File: src/rtl/scsi_isu_pkg.sv
package scsi_isu_pkg;

  localparam int IDX_W = 4;

  // register indices
  localparam logic [IDX_W-1:0] IX_XCNT0 = 4'd0;
  localparam logic [IDX_W-1:0] IX_XCNT1 = 4'd1;
  localparam logic [IDX_W-1:0] IX_XCNT2 = 4'd2;
  localparam logic [IDX_W-1:0] IX_STAT  = 4'd3;
  localparam logic [IDX_W-1:0] IX_INTR  = 4'd4;
  localparam logic [IDX_W-1:0] IX_STEP  = 4'd5;
  localparam logic [IDX_W-1:0] IX_CFG1  = 4'd6;
  localparam logic [IDX_W-1:0] IX_CFG2  = 4'd7;
  localparam logic [IDX_W-1:0] IX_CFG3  = 4'd8;
  localparam logic [IDX_W-1:0] IX_CSTAT = 4'd9;

  // status bits and codes decoded by software
  localparam int         ST_INT    = 7;
  localparam int         ST_TC     = 4;
  localparam logic [2:0] PH_STATUS = 3'd3;

  localparam logic [7:0] IR_RST   = 8'h80;
  localparam logic [7:0] IR_BSVC  = 8'h10;
  localparam logic [7:0] IR_FDONE = 8'h08;

  localparam logic [2:0] STEP_CMD_DONE = 3'd4;
  localparam logic [7:0] CFG1_RST_VAL  = 8'h07;
  localparam int         CFG1_NORPT    = 6;

  // access size codes
  localparam logic [1:0] SZ_BYTE = 2'd0;
  localparam logic [1:0] SZ_WORD = 2'd2;

  typedef struct packed {
    logic [7:0] stat;
    logic [7:0] intr;
    logic [2:0] step;
    logic [7:0] xc0;
    logic [7:0] xc1;
    logic [7:0] xc2;
    logic [7:0] cfg1;
    logic [7:0] cfg2;
    logic [7:0] cfg3;
    logic [7:0] cstat;
    logic       hi_wr;
    logic       pend;
    logic [7:0] pend_stat;
  } isu_state_t;

  function automatic isu_state_t st_reset();
    isu_state_t r;
    r      = '0;
    r.cfg1 = CFG1_RST_VAL;
    return r;
  endfunction

  // completion report: status phase, TC, bus-service cause, counters zeroed
  function automatic isu_state_t st_report(isu_state_t s, logic [7:0] code);
    isu_state_t r;
    r              = s;
    r.cstat        = code;
    r.stat         = {5'b0, PH_STATUS};
    r.stat[ST_TC]  = 1'b1;
    r.stat[ST_INT] = 1'b1;
    r.intr         = IR_BSVC;
    r.step         = 3'd0;
    r.xc0          = 8'h00;
    r.xc1          = 8'h00;
    r.xc2          = 8'h00;
    return r;
  endfunction

  function automatic logic acc_ok(logic is_wr, logic [1:0] sz);
    return (sz == SZ_BYTE) || (is_wr && sz == SZ_WORD);
  endfunction

endpackage

File: src/rtl/scsi_isu_decode.sv
module scsi_isu_decode
  import scsi_isu_pkg::*;
#(
  parameter int ADDR_W     = 8,
  parameter int ADDR_SHIFT = 2
) (
  input  logic [ADDR_W-1:0] addr,
  input  logic              rd,
  input  logic              wr,
  input  logic [1:0]        size,
  output logic [IDX_W-1:0]  idx,
  output logic              rd_ok,
  output logic              wr_ok
);
  localparam int TOP = ADDR_SHIFT + IDX_W;
  localparam logic [ADDR_W-1:0] IDX_MASK =
    ADDR_W'(((1 << IDX_W) - 1) << ADDR_SHIFT);

  initial begin
    if (TOP > ADDR_W) $error("address too narrow for register index");
  end

  assign idx   = IDX_W'(addr >> ADDR_SHIFT);
  assign wr_ok = wr && acc_ok(1'b1, size);
  assign rd_ok = rd && !wr && acc_ok(1'b0, size);

  // bits outside the index field are not decoded
  logic unused_addr_bits;
  assign unused_addr_bits = ^(addr & ~IDX_MASK);
endmodule

File: src/rtl/scsi_isu_regs.sv
module scsi_isu_regs
  import scsi_isu_pkg::*;
(
  input  logic             clk,
  input  logic             rst,
  input  logic [IDX_W-1:0] idx,
  input  logic             rd_ok,
  input  logic             wr_ok,
  input  logic [7:0]       wdata,
  input  logic             ev_chip_rst,
  input  logic             ev_bus_rst,
  input  logic             ev_flush,
  input  logic             ev_sel_done,
  input  logic             ev_xfer_done,
  input  logic             cmpl_valid,
  input  logic [7:0]       cmpl_code,
  output isu_state_t       st,
  output logic             irq
);
  isu_state_t s, n;
  logic irq_q, irq_set, irq_clr;
  logic intr_rd, quiet;

  assign intr_rd = rd_ok && (idx == IX_INTR);
  assign quiet   = !(ev_flush || ev_bus_rst || ev_sel_done ||
                     ev_xfer_done || ev_chip_rst);

  always_comb begin
    n       = s;
    irq_set = 1'b0;
    irq_clr = 1'b0;

    if (wr_ok) begin
      unique case (idx)
        IX_XCNT0: begin n.xc0 = wdata; n.stat[ST_TC] = 1'b0; end
        IX_XCNT1: begin n.xc1 = wdata; n.stat[ST_TC] = 1'b0; end
        IX_XCNT2: begin
          n.xc2 = wdata; n.hi_wr = 1'b1; n.stat[ST_TC] = 1'b0;
        end
        IX_CFG1: n.cfg1 = wdata;
        IX_CFG2: n.cfg2 = wdata;
        IX_CFG3: n.cfg3 = wdata;
        default: ;
      endcase
    end

    if (intr_rd) begin
      n.intr         = 8'h00;
      n.stat[ST_TC]  = 1'b0;
      n.step         = STEP_CMD_DONE;
      if (n.stat[ST_INT]) begin
        n.stat[ST_INT] = 1'b0;
        irq_clr        = 1'b1;
      end
      if (s.pend) begin
        n       = st_report(n, s.pend_stat);
        n.pend  = 1'b0;
        irq_set = 1'b1;
      end
    end

    if (ev_flush) begin
      n.intr = IR_FDONE;
      n.step = 3'd0;
    end

    if (ev_bus_rst) begin
      n.intr = IR_RST;
      if (!n.cfg1[CFG1_NORPT]) begin
        n.stat[ST_INT] = 1'b1;
        irq_set        = 1'b1;
      end
    end

    if (ev_sel_done) begin
      n.intr         = IR_BSVC | IR_FDONE;
      n.step         = STEP_CMD_DONE;
      n.stat[ST_INT] = 1'b1;
      irq_set        = 1'b1;
    end

    if (ev_xfer_done) begin
      n.stat[ST_TC]  = 1'b1;
      n.stat[ST_INT] = 1'b1;
      n.intr         = IR_BSVC;
      n.step         = 3'd0;
      n.xc0          = 8'h00;
      n.xc1          = 8'h00;
      n.xc2          = 8'h00;
      irq_set        = 1'b1;
    end

    if (cmpl_valid) begin
      if (n.stat[ST_INT]) begin
        n.pend      = 1'b1;
        n.pend_stat = cmpl_code;
      end else begin
        n       = st_report(n, cmpl_code);
        irq_set = 1'b1;
      end
    end

    if (ev_chip_rst) begin
      n       = st_reset();
      irq_set = 1'b0;
      irq_clr = 1'b1;
    end
  end

  always_ff @(posedge clk) begin
    if (rst) begin
      s     <= st_reset();
      irq_q <= 1'b0;
    end else begin
      s <= n;
      if (irq_set)      irq_q <= 1'b1;
      else if (irq_clr) irq_q <= 1'b0;
    end
  end

  assign st  = s;
  assign irq = irq_q;

  // line and status bit are separate flops and must agree
  p_irq_mirror_r13: assert property (@(posedge clk) disable iff (rst)
    irq_q == s.stat[ST_INT]);

  // plain acknowledge clears cause, TC, INT and sets step
  p_intr_read_clears_r3: assert property (@(posedge clk) disable iff (rst)
    (intr_rd && !s.pend && quiet && !cmpl_valid) |=>
      (!irq_q && s.intr == 8'h00 && s.step == STEP_CMD_DONE && !s.stat[ST_TC]));

  // completion during pending interrupt is held
  p_defer_holds_r4: assert property (@(posedge clk) disable iff (rst)
    (cmpl_valid && s.stat[ST_INT] && !intr_rd && quiet) |=>
      (s.pend && irq_q && s.pend_stat == $past(cmpl_code) &&
       s.intr == $past(s.intr)));

  // acknowledge releases the held completion
  p_release_r4: assert property (@(posedge clk) disable iff (rst)
    (intr_rd && s.pend && !ev_chip_rst) |=>
      (irq_q && s.stat[ST_INT] && s.cstat == $past(s.pend_stat)));

  // masked bus reset leaves the line low
  p_busrst_masked_r6: assert property (@(posedge clk) disable iff (rst)
    (ev_bus_rst && s.cfg1[CFG1_NORPT] && !s.stat[ST_INT] && !wr_ok &&
     !intr_rd && !ev_sel_done && !ev_xfer_done && !cmpl_valid) |=> !irq_q);

  // chip reset restores defaults
  p_chip_rst_r10: assert property (@(posedge clk) disable iff (rst)
    ev_chip_rst |=> (!irq_q && s.cfg1 == CFG1_RST_VAL && s.intr == 8'h00 &&
                     !s.hi_wr && !s.pend));
endmodule

File: src/rtl/scsi_isu_rdmux.sv
module scsi_isu_rdmux
  import scsi_isu_pkg::*;
#(
  parameter logic [7:0] CHIP_ID = 8'hA2
) (
  input  logic             clk,
  input  logic             rst,
  input  logic [IDX_W-1:0] idx,
  input  logic             rd_ok,
  input  isu_state_t       st,
  output logic [7:0]       rdata
);
  function automatic logic [7:0] sel_val(isu_state_t s, logic [IDX_W-1:0] i);
    logic [7:0] v;
    unique case (i)
      IX_XCNT0: v = s.xc0;
      IX_XCNT1: v = s.xc1;
      IX_XCNT2: v = s.hi_wr ? s.xc2 : CHIP_ID;
      IX_STAT:  v = s.stat;
      IX_INTR:  v = s.intr;
      IX_STEP:  v = {5'b0, s.step};
      IX_CFG1:  v = s.cfg1;
      IX_CFG2:  v = s.cfg2;
      IX_CFG3:  v = s.cfg3;
      IX_CSTAT: v = s.cstat;
      default:  v = 8'h00;
    endcase
    return v;
  endfunction

  always_ff @(posedge clk) begin
    if (rst)        rdata <= 8'h00;
    else if (rd_ok) rdata <= sel_val(st, idx);
  end

  logic unused_state_bits;
  assign unused_state_bits = ^{st.pend, st.pend_stat};

  // identification byte until the high count byte is written
  p_chip_id_r2: assert property (@(posedge clk) disable iff (rst)
    (rd_ok && idx == IX_XCNT2 && !st.hi_wr) |=> rdata == CHIP_ID);

  // rejected or absent reads leave the data register alone
  p_rdata_hold_r11: assert property (@(posedge clk) disable iff (rst)
    !rd_ok |=> $stable(rdata));
endmodule

File: src/rtl/scsi_irq_status.sv
module scsi_irq_status
  import scsi_isu_pkg::*;
#(
  parameter int         ADDR_W     = 8,
  parameter int         ADDR_SHIFT = 2,
  parameter logic [7:0] CHIP_ID    = 8'hA2
) (
  input  logic              clk,
  input  logic              rst,
  input  logic [ADDR_W-1:0] bus_addr,
  input  logic              bus_rd,
  input  logic              bus_wr,
  input  logic [1:0]        bus_size,
  input  logic [7:0]        bus_wdata,
  output logic [7:0]        bus_rdata,
  input  logic              ev_chip_rst,
  input  logic              ev_bus_rst,
  input  logic              ev_flush,
  input  logic              ev_sel_done,
  input  logic              ev_xfer_done,
  input  logic              cmpl_valid,
  input  logic [7:0]        cmpl_code,
  output logic              irq
);
  logic [IDX_W-1:0] idx;
  logic             rd_ok, wr_ok;
  isu_state_t       st;

  scsi_isu_decode #(.ADDR_W(ADDR_W), .ADDR_SHIFT(ADDR_SHIFT)) u_dec (
    .addr(bus_addr), .rd(bus_rd), .wr(bus_wr), .size(bus_size),
    .idx(idx), .rd_ok(rd_ok), .wr_ok(wr_ok)
  );

  scsi_isu_regs u_regs (
    .clk(clk), .rst(rst), .idx(idx), .rd_ok(rd_ok), .wr_ok(wr_ok),
    .wdata(bus_wdata), .ev_chip_rst(ev_chip_rst), .ev_bus_rst(ev_bus_rst),
    .ev_flush(ev_flush), .ev_sel_done(ev_sel_done),
    .ev_xfer_done(ev_xfer_done), .cmpl_valid(cmpl_valid),
    .cmpl_code(cmpl_code), .st(st), .irq(irq)
  );

  scsi_isu_rdmux #(.CHIP_ID(CHIP_ID)) u_rd (
    .clk(clk), .rst(rst), .idx(idx), .rd_ok(rd_ok), .st(st),
    .rdata(bus_rdata)
  );
endmodule

File: config.mk
export PLATFORM = sky130hd
export DESIGN_NAME = scsi_irq_status
export DESIGN_NICKNAME = d
export VERILOG_FILES = /design/src/rtl/scsi_isu_pkg.sv /design/src/rtl/scsi_isu_decode.sv /design/src/rtl/scsi_isu_regs.sv /design/src/rtl/scsi_isu_rdmux.sv /design/src/rtl/scsi_irq_status.sv
export SDC_FILE = /design/constraint.sdc
export NUM_CORES = 1
export LEC_CHECK = 0
export ABC_CLOCK_PERIOD_IN_PS = 2000
export CAP_MARGIN = 0
export CORE_MARGIN = 1.5
export CORE_UTILIZATION = 30
export CTS_CLUSTER_DIAMETER = 40
export DETAILED_ROUTE_END_ITERATION = 16
export PLACE_DENSITY = 0.53
export SYNTH_ARGS = -nofsm -noshare
export SYNTH_HDL_FRONTEND = slang
export SYNTH_SLANG_ARGS = --single-unit
File: constraint.sdc
create_clock -name clk -period 2 [get_ports clk]
set_clock_uncertainty 0.15 [all_clocks]
set_input_delay 0.3 -clock clk [delete_from_list [all_inputs] [get_ports clk]]
set_output_delay 0.3 -clock clk [all_outputs]
set_load 0.1 [all_outputs]
==> flow_results.xml <==
<?xml version="1.0" encoding="UTF-8"?>
<metrics>
  <group name="status">
    <metric name="outcome" unit="">completed</metric>
  </group>
  <group name="placement">
    <metric name="hpwl" unit="mm">11.5</metric>
    <metric name="pre_cts_ws" unit="ns">-0.568</metric>
    <metric name="place_congestion" unit="">0.990</metric>
    <metric name="numPortBuffers" unit="">40</metric>
    <metric name="numPlacedInstances" unit="">768</metric>
    <metric name="placed_cell_area" unit="um2">5570</metric>
  </group>
  <group name="power">
    <metric name="switching_power_total" unit="mW">1.04</metric>
    <metric name="power.share.combinational" unit="%">10.4</metric>
    <metric name="static-leakage-power" unit="nW">2.37</metric>
    <metric name="share_seq_of_total_power" unit="%">42.3</metric>
    <metric name="internal-power" unit="mW">3.46</metric>
    <metric name="ir_drop" unit="mV">0.690</metric>
    <metric name="clkPwrFrac" unit="%">47.3</metric>
    <metric name="netSwitchingFraction" unit="%">23.1</metric>
    <metric name="total_power_per_unit_cell_area" unit="nW/um2">749</metric>
  </group>
  <group name="critical_path">
    <metric name="critPathCaptureType" unit="">flop</metric>
    <metric name="crit_required" unit="ns">2.09</metric>
    <metric name="timing.critical_path.cells" unit="">dlygate4sd2_1 -&gt; nor4b_4 -&gt; a21o_1 -&gt; or3b_4 -&gt; or2_4 -&gt; and4_1</metric>
    <metric name="startpoint_type" unit="">input pin</metric>
    <metric name="cpPeakStageDelay" unit="ns">0.39</metric>
    <metric name="worst_setup_path_endpoint" unit="">u_regs.st[80]$_SDFF_PP0_</metric>
    <metric name="timing.rr.end" unit="">u_regs.st[80]$_SDFF_PP0_</metric>
    <metric name="regToRegStartpoint" unit="">u_regs.st[84]$_SDFF_PP0_</metric>
    <metric name="reg_to_reg_slack_setup" unit="ns">0.28</metric>
    <metric name="r2r_cells" unit="">5</metric>
    <metric name="critical-path-slowest-cell" unit="">sky130_fd_sc_hd__or3b_4</metric>
    <metric name="timing_worst_setup_path_type" unit="">input pin to flop</metric>
    <metric name="worstPathArrival" unit="ns">2.02</metric>
    <metric name="crit_fanout" unit="">7</metric>
    <metric name="worst_setup_path_startpoint" unit="">bus_addr[5]</metric>
  </group>
  <group name="routing">
    <metric name="detail_route.drc_violations" unit="">0</metric>
    <metric name="via_per_instance_ratio" unit="">5.27</metric>
    <metric name="routed.top_layer" unit="">met4</metric>
    <metric name="dr_total_vias" unit="">4166</metric>
    <metric name="wl_met3" unit="um">916</metric>
    <metric name="wire_length_per_cell_after_detailed_routing" unit="um">19.4</metric>
    <metric name="drt_pre_antenna_iters" unit="">5</metric>
    <metric name="met2_wirelength" unit="mm">7.03</metric>
    <metric name="drt.antenna.violating_nets" unit="">0</metric>
    <metric name="detail_route.wirelength" unit="mm">15.3</metric>
    <metric name="routedLengthMet1" unit="mm">7.07</metric>
    <metric name="dr.first_iter.drc_count" unit="">374</metric>
  </group>
  <group name="yosys">
    <metric name="yosys_register_bits" unit="">94</metric>
    <metric name="synthDominantCellAreaShare" unit="%">43.2</metric>
    <metric name="netlist_top_cells_area" unit="">sky130_fd_sc_hd__dfxtp_1 (43%), sky130_fd_sc_hd__mux2i_1 (8.5%), sky130_fd_sc_hd__nand2_1 (4.3%)</metric>
    <metric name="xor_xnor_share_of_the_synthesized_area" unit="%">0</metric>
    <metric name="ys.flop_type" unit="">sky130_fd_sc_hd__dfxtp_1</metric>
    <metric name="synth-seq-area-share" unit="%">43.2</metric>
    <metric name="post_synth_instance_area" unit="um2">4360</metric>
    <metric name="largest_family_of_logic_cells_by_synthesized_area" unit="">simple AND/OR/NAND/NOR gates</metric>
    <metric name="post_synth.cell_area_avg" unit="um2">8.79</metric>
    <metric name="synthesis.nets" unit="">532</metric>
    <metric name="synth_warnings" unit="">0</metric>
    <metric name="synth_mux_area_share" unit="%">10.6</metric>
    <metric name="synth-edff-count" unit="">0</metric>
    <metric name="asyncSetResetFlopFracSynth" unit="%">0</metric>
    <metric name="synthesis.instances" unit="">496</metric>
    <metric name="synth_top_area_cell" unit="">sky130_fd_sc_hd__dfxtp_1</metric>
    <metric name="synth_compound_area_share" unit="%">19.3</metric>
    <metric name="post_synth_and_or_nand_nor_area_fraction" unit="%">22.3</metric>
    <metric name="yosys.cell_types.count" unit="">52</metric>
    <metric name="yosys.area_share.adder" unit="%">0</metric>
  </group>
  <group name="clocking">
    <metric name="clkTransAtPathRegs" unit="ns">0.07</metric>
    <metric name="clockBufferDepth" unit="">2</metric>
    <metric name="cts_buffers" unit="">9</metric>
    <metric name="clk_latency" unit="ns">0.35</metric>
    <metric name="holdBufCountCts" unit="">0</metric>
    <metric name="cts_num_sinks" unit="">94</metric>
    <metric name="cts_tree" unit="">built</metric>
    <metric name="cts_root_buffer" unit="">sky130_fd_sc_hd__clkbuf_16</metric>
    <metric name="htree_levels" unit="">3</metric>
  </group>
  <group name="sta">
    <metric name="fmax" unit="GHz">0.519</metric>
    <metric name="slew_viol_final" unit="">0</metric>
    <metric name="worst-slew-pin-transition" unit="ns">0.414</metric>
    <metric name="final_hold_viol_count" unit="">0</metric>
    <metric name="setup_viol" unit="">0</metric>
    <metric name="max-slew-margin-rel" unit="%">72.3</metric>
    <metric name="fin_setup_tns" unit="ns">0</metric>
    <metric name="rsz0062_at_grt" unit="">no</metric>
    <metric name="setup_ws" unit="ns">0.0728</metric>
    <metric name="timing.final.crit_share" unit="%">96.4</metric>
    <metric name="post-route-min-period" unit="ns">1.93</metric>
    <metric name="hold_slack" unit="ns">0.286</metric>
  </group>
  <group name="flow_run">
    <metric name="max_cap_viol_count" unit="">0</metric>
  </group>
  <group name="floorplanning">
    <metric name="start_util" unit="%">31.1</metric>
    <metric name="floorplan.die_area" unit="um2">15300</metric>
    <metric name="placementRows" unit="">43</metric>
    <metric name="io-pin-count" unit="">45</metric>
    <metric name="die_width" unit="um">124</metric>
    <metric name="die_h" unit="um">124</metric>
    <metric name="floorplan_core_area" unit="um2">14000</metric>
  </group>
  <group name="cells_and_area">
    <metric name="layout.cells.most_common_list" unit="">sky130_fd_sc_hd__dfxtp_1 (94), sky130_fd_sc_hd__buf_4 (92), sky130_fd_sc_hd__nand2_1 (50)</metric>
    <metric name="nNetsFinal" unit="">641</metric>
    <metric name="n_fill_cell" unit="">1403</metric>
    <metric name="stdcell_count" unit="">790</metric>
    <metric name="final_common_cell" unit="">sky130_fd_sc_hd__dfxtp_1</metric>
    <metric name="layout.cell_area.non_filler" unit="um2">6000</metric>
    <metric name="antenna_cells_inserted" unit="">0</metric>
    <metric name="register_area" unit="um2">1880</metric>
    <metric name="area.growth.synth_to_final" unit="%">37.6</metric>
    <metric name="final_layout_size_suffix_gt1_share" unit="%">24.1</metric>
    <metric name="multi_input_comb_area" unit="um2">2300</metric>
  </group>
  <group name="grt">
    <metric name="antenna_found_initial" unit="">0</metric>
    <metric name="globalRouteOverflowTotal" unit="">0</metric>
    <metric name="grt_pass1_vias" unit="">4064</metric>
    <metric name="grtUsageTotal" unit="%">20.9</metric>
    <metric name="maximum_number_of_pins_on_one_net_before_global_route_repair" unit="">27</metric>
    <metric name="grt_pass1_wl" unit="mm">23.5</metric>
  </group>
  <group name="min_path">
    <metric name="hold_path.class" unit="">flop to flop</metric>
  </group>
</metrics>
critical path: cells and delay by family:
family / cells / cell delay [ns]
simple gates: 4 / 1.22
buf+inv: 1 / 0.32
compound gates: 1 / 0.17
sequential cells by signal, summed over array words and instances, names as in the netlist:
signal and flops:
u_regs.irq 1, u_regs.st 85, u_rd.rdata 8
synth_stat cells (4+ instances only):
cell type and count:
sky130_fd_sc_hd__inv_1 9, sky130_fd_sc_hd__and3_1 4, sky130_fd_sc_hd__dfxtp_1 94, sky130_fd_sc_hd__a22oi_1 15
sky130_fd_sc_hd__nand3_1 36, sky130_fd_sc_hd__and4_1 4, sky130_fd_sc_hd__o22ai_1 8, sky130_fd_sc_hd__a311oi_2 8
sky130_fd_sc_hd__o21ai_0 19, sky130_fd_sc_hd__o211ai_1 4, sky130_fd_sc_hd__nor3_1 14, sky130_fd_sc_hd__clkbuf_1 21
sky130_fd_sc_hd__buf_1 5, sky130_fd_sc_hd__a32oi_1 6, sky130_fd_sc_hd__nor2b_1 6, sky130_fd_sc_hd__nand2b_1 7
sky130_fd_sc_hd__nor2_1 47, sky130_fd_sc_hd__mux2i_1 37, sky130_fd_sc_hd__a21oi_1 35, sky130_fd_sc_hd__nor3b_1 7
sky130_fd_sc_hd__buf_2 8, sky130_fd_sc_hd__nand2_1 50, sky130_fd_sc_hd__mux2_2 8
layout make-up:
type / instances / share of cell area [%]
Clock buffer: 9 / 3.75
Clock inverter: 7 / 2.42
Inverter: 9 / 0.563
Multi-Input combinational cell: 357 / 38.3
Sequential cell: 94 / 31.4
Tap cell: 180 / 3.75
Timing Repair Buffer: 134 / 19.9
power by group through the flow:
stage | Clock, mW | Sequential [mW] | Combinational (mW)
global route | 2.23 | 1.90 | 0.500
finish | 2.13 | 1.90 | 0.469
global placement | 0 | 1.94 | 0.456
detailed placement | 0 | 1.94 | 0.457
floorplan | 0 | 1.95 | 0.184
CTS | 2.15 | 1.90 | 0.464
per-stage QoR:
step	power (mW)	util, %
4_1_cts	4.52	42.7
2_1_floorplan	2.13	-
6_report	4.50	42.7
3_5_place_dp	2.40	39.7
3_3_place_gp	2.40	39.7
5_1_grt	4.63	42.7
per-layer routing:
metal / up-vias / GRT usage [%]
li1: 2020 / -
met4: 0 / 6.47
met5: - / 0
met1: 1985 / 28.0
met2: 140 / 34.1
met3: 21 / 3.69
cell families (layout without fill, tap and decap cells):
logic type,after synthesis,count (layout)
flops,94,94
compound gates,119,119
simple gates,192,193
buf+inv,46,159
mux,45,45
worst min path at each step:
stage	from	to	depth (start not counted)
finish	u_regs.st[66]$_SDFF_PP0_	u_regs.st[66]$_SDFF_PP0_	2
global route	u_regs.st[66]$_SDFF_PP0_	u_regs.st[66]$_SDFF_PP0_	2
CTS	u_regs.st[67]$_SDFF_PP0_	u_regs.st[67]$_SDFF_PP0_	2
detailed placement	u_regs.st[66]$_SDFF_PP0_	u_regs.st[66]$_SDFF_PP0_	2
global placement	u_regs.st[67]$_SDFF_PP0_	u_regs.st[67]$_SDFF_PP0_	2
floorplan	u_regs.st[67]$_SDFF_PP0_	u_regs.st[67]$_SDFF_PP0_	2
what timing repair did:
| item | 4_1_cts | 5_1_grt |
|---|---|---|
| resized for setup | 16 | 2 |
| pin swaps | 5 | 0 |
| setup endpoints to repair | 65 | 2 |
| buffers inserted | 5 | 0 |
| gates cloned | 1 | 0 |
Power figures use the tool's default switching activity.
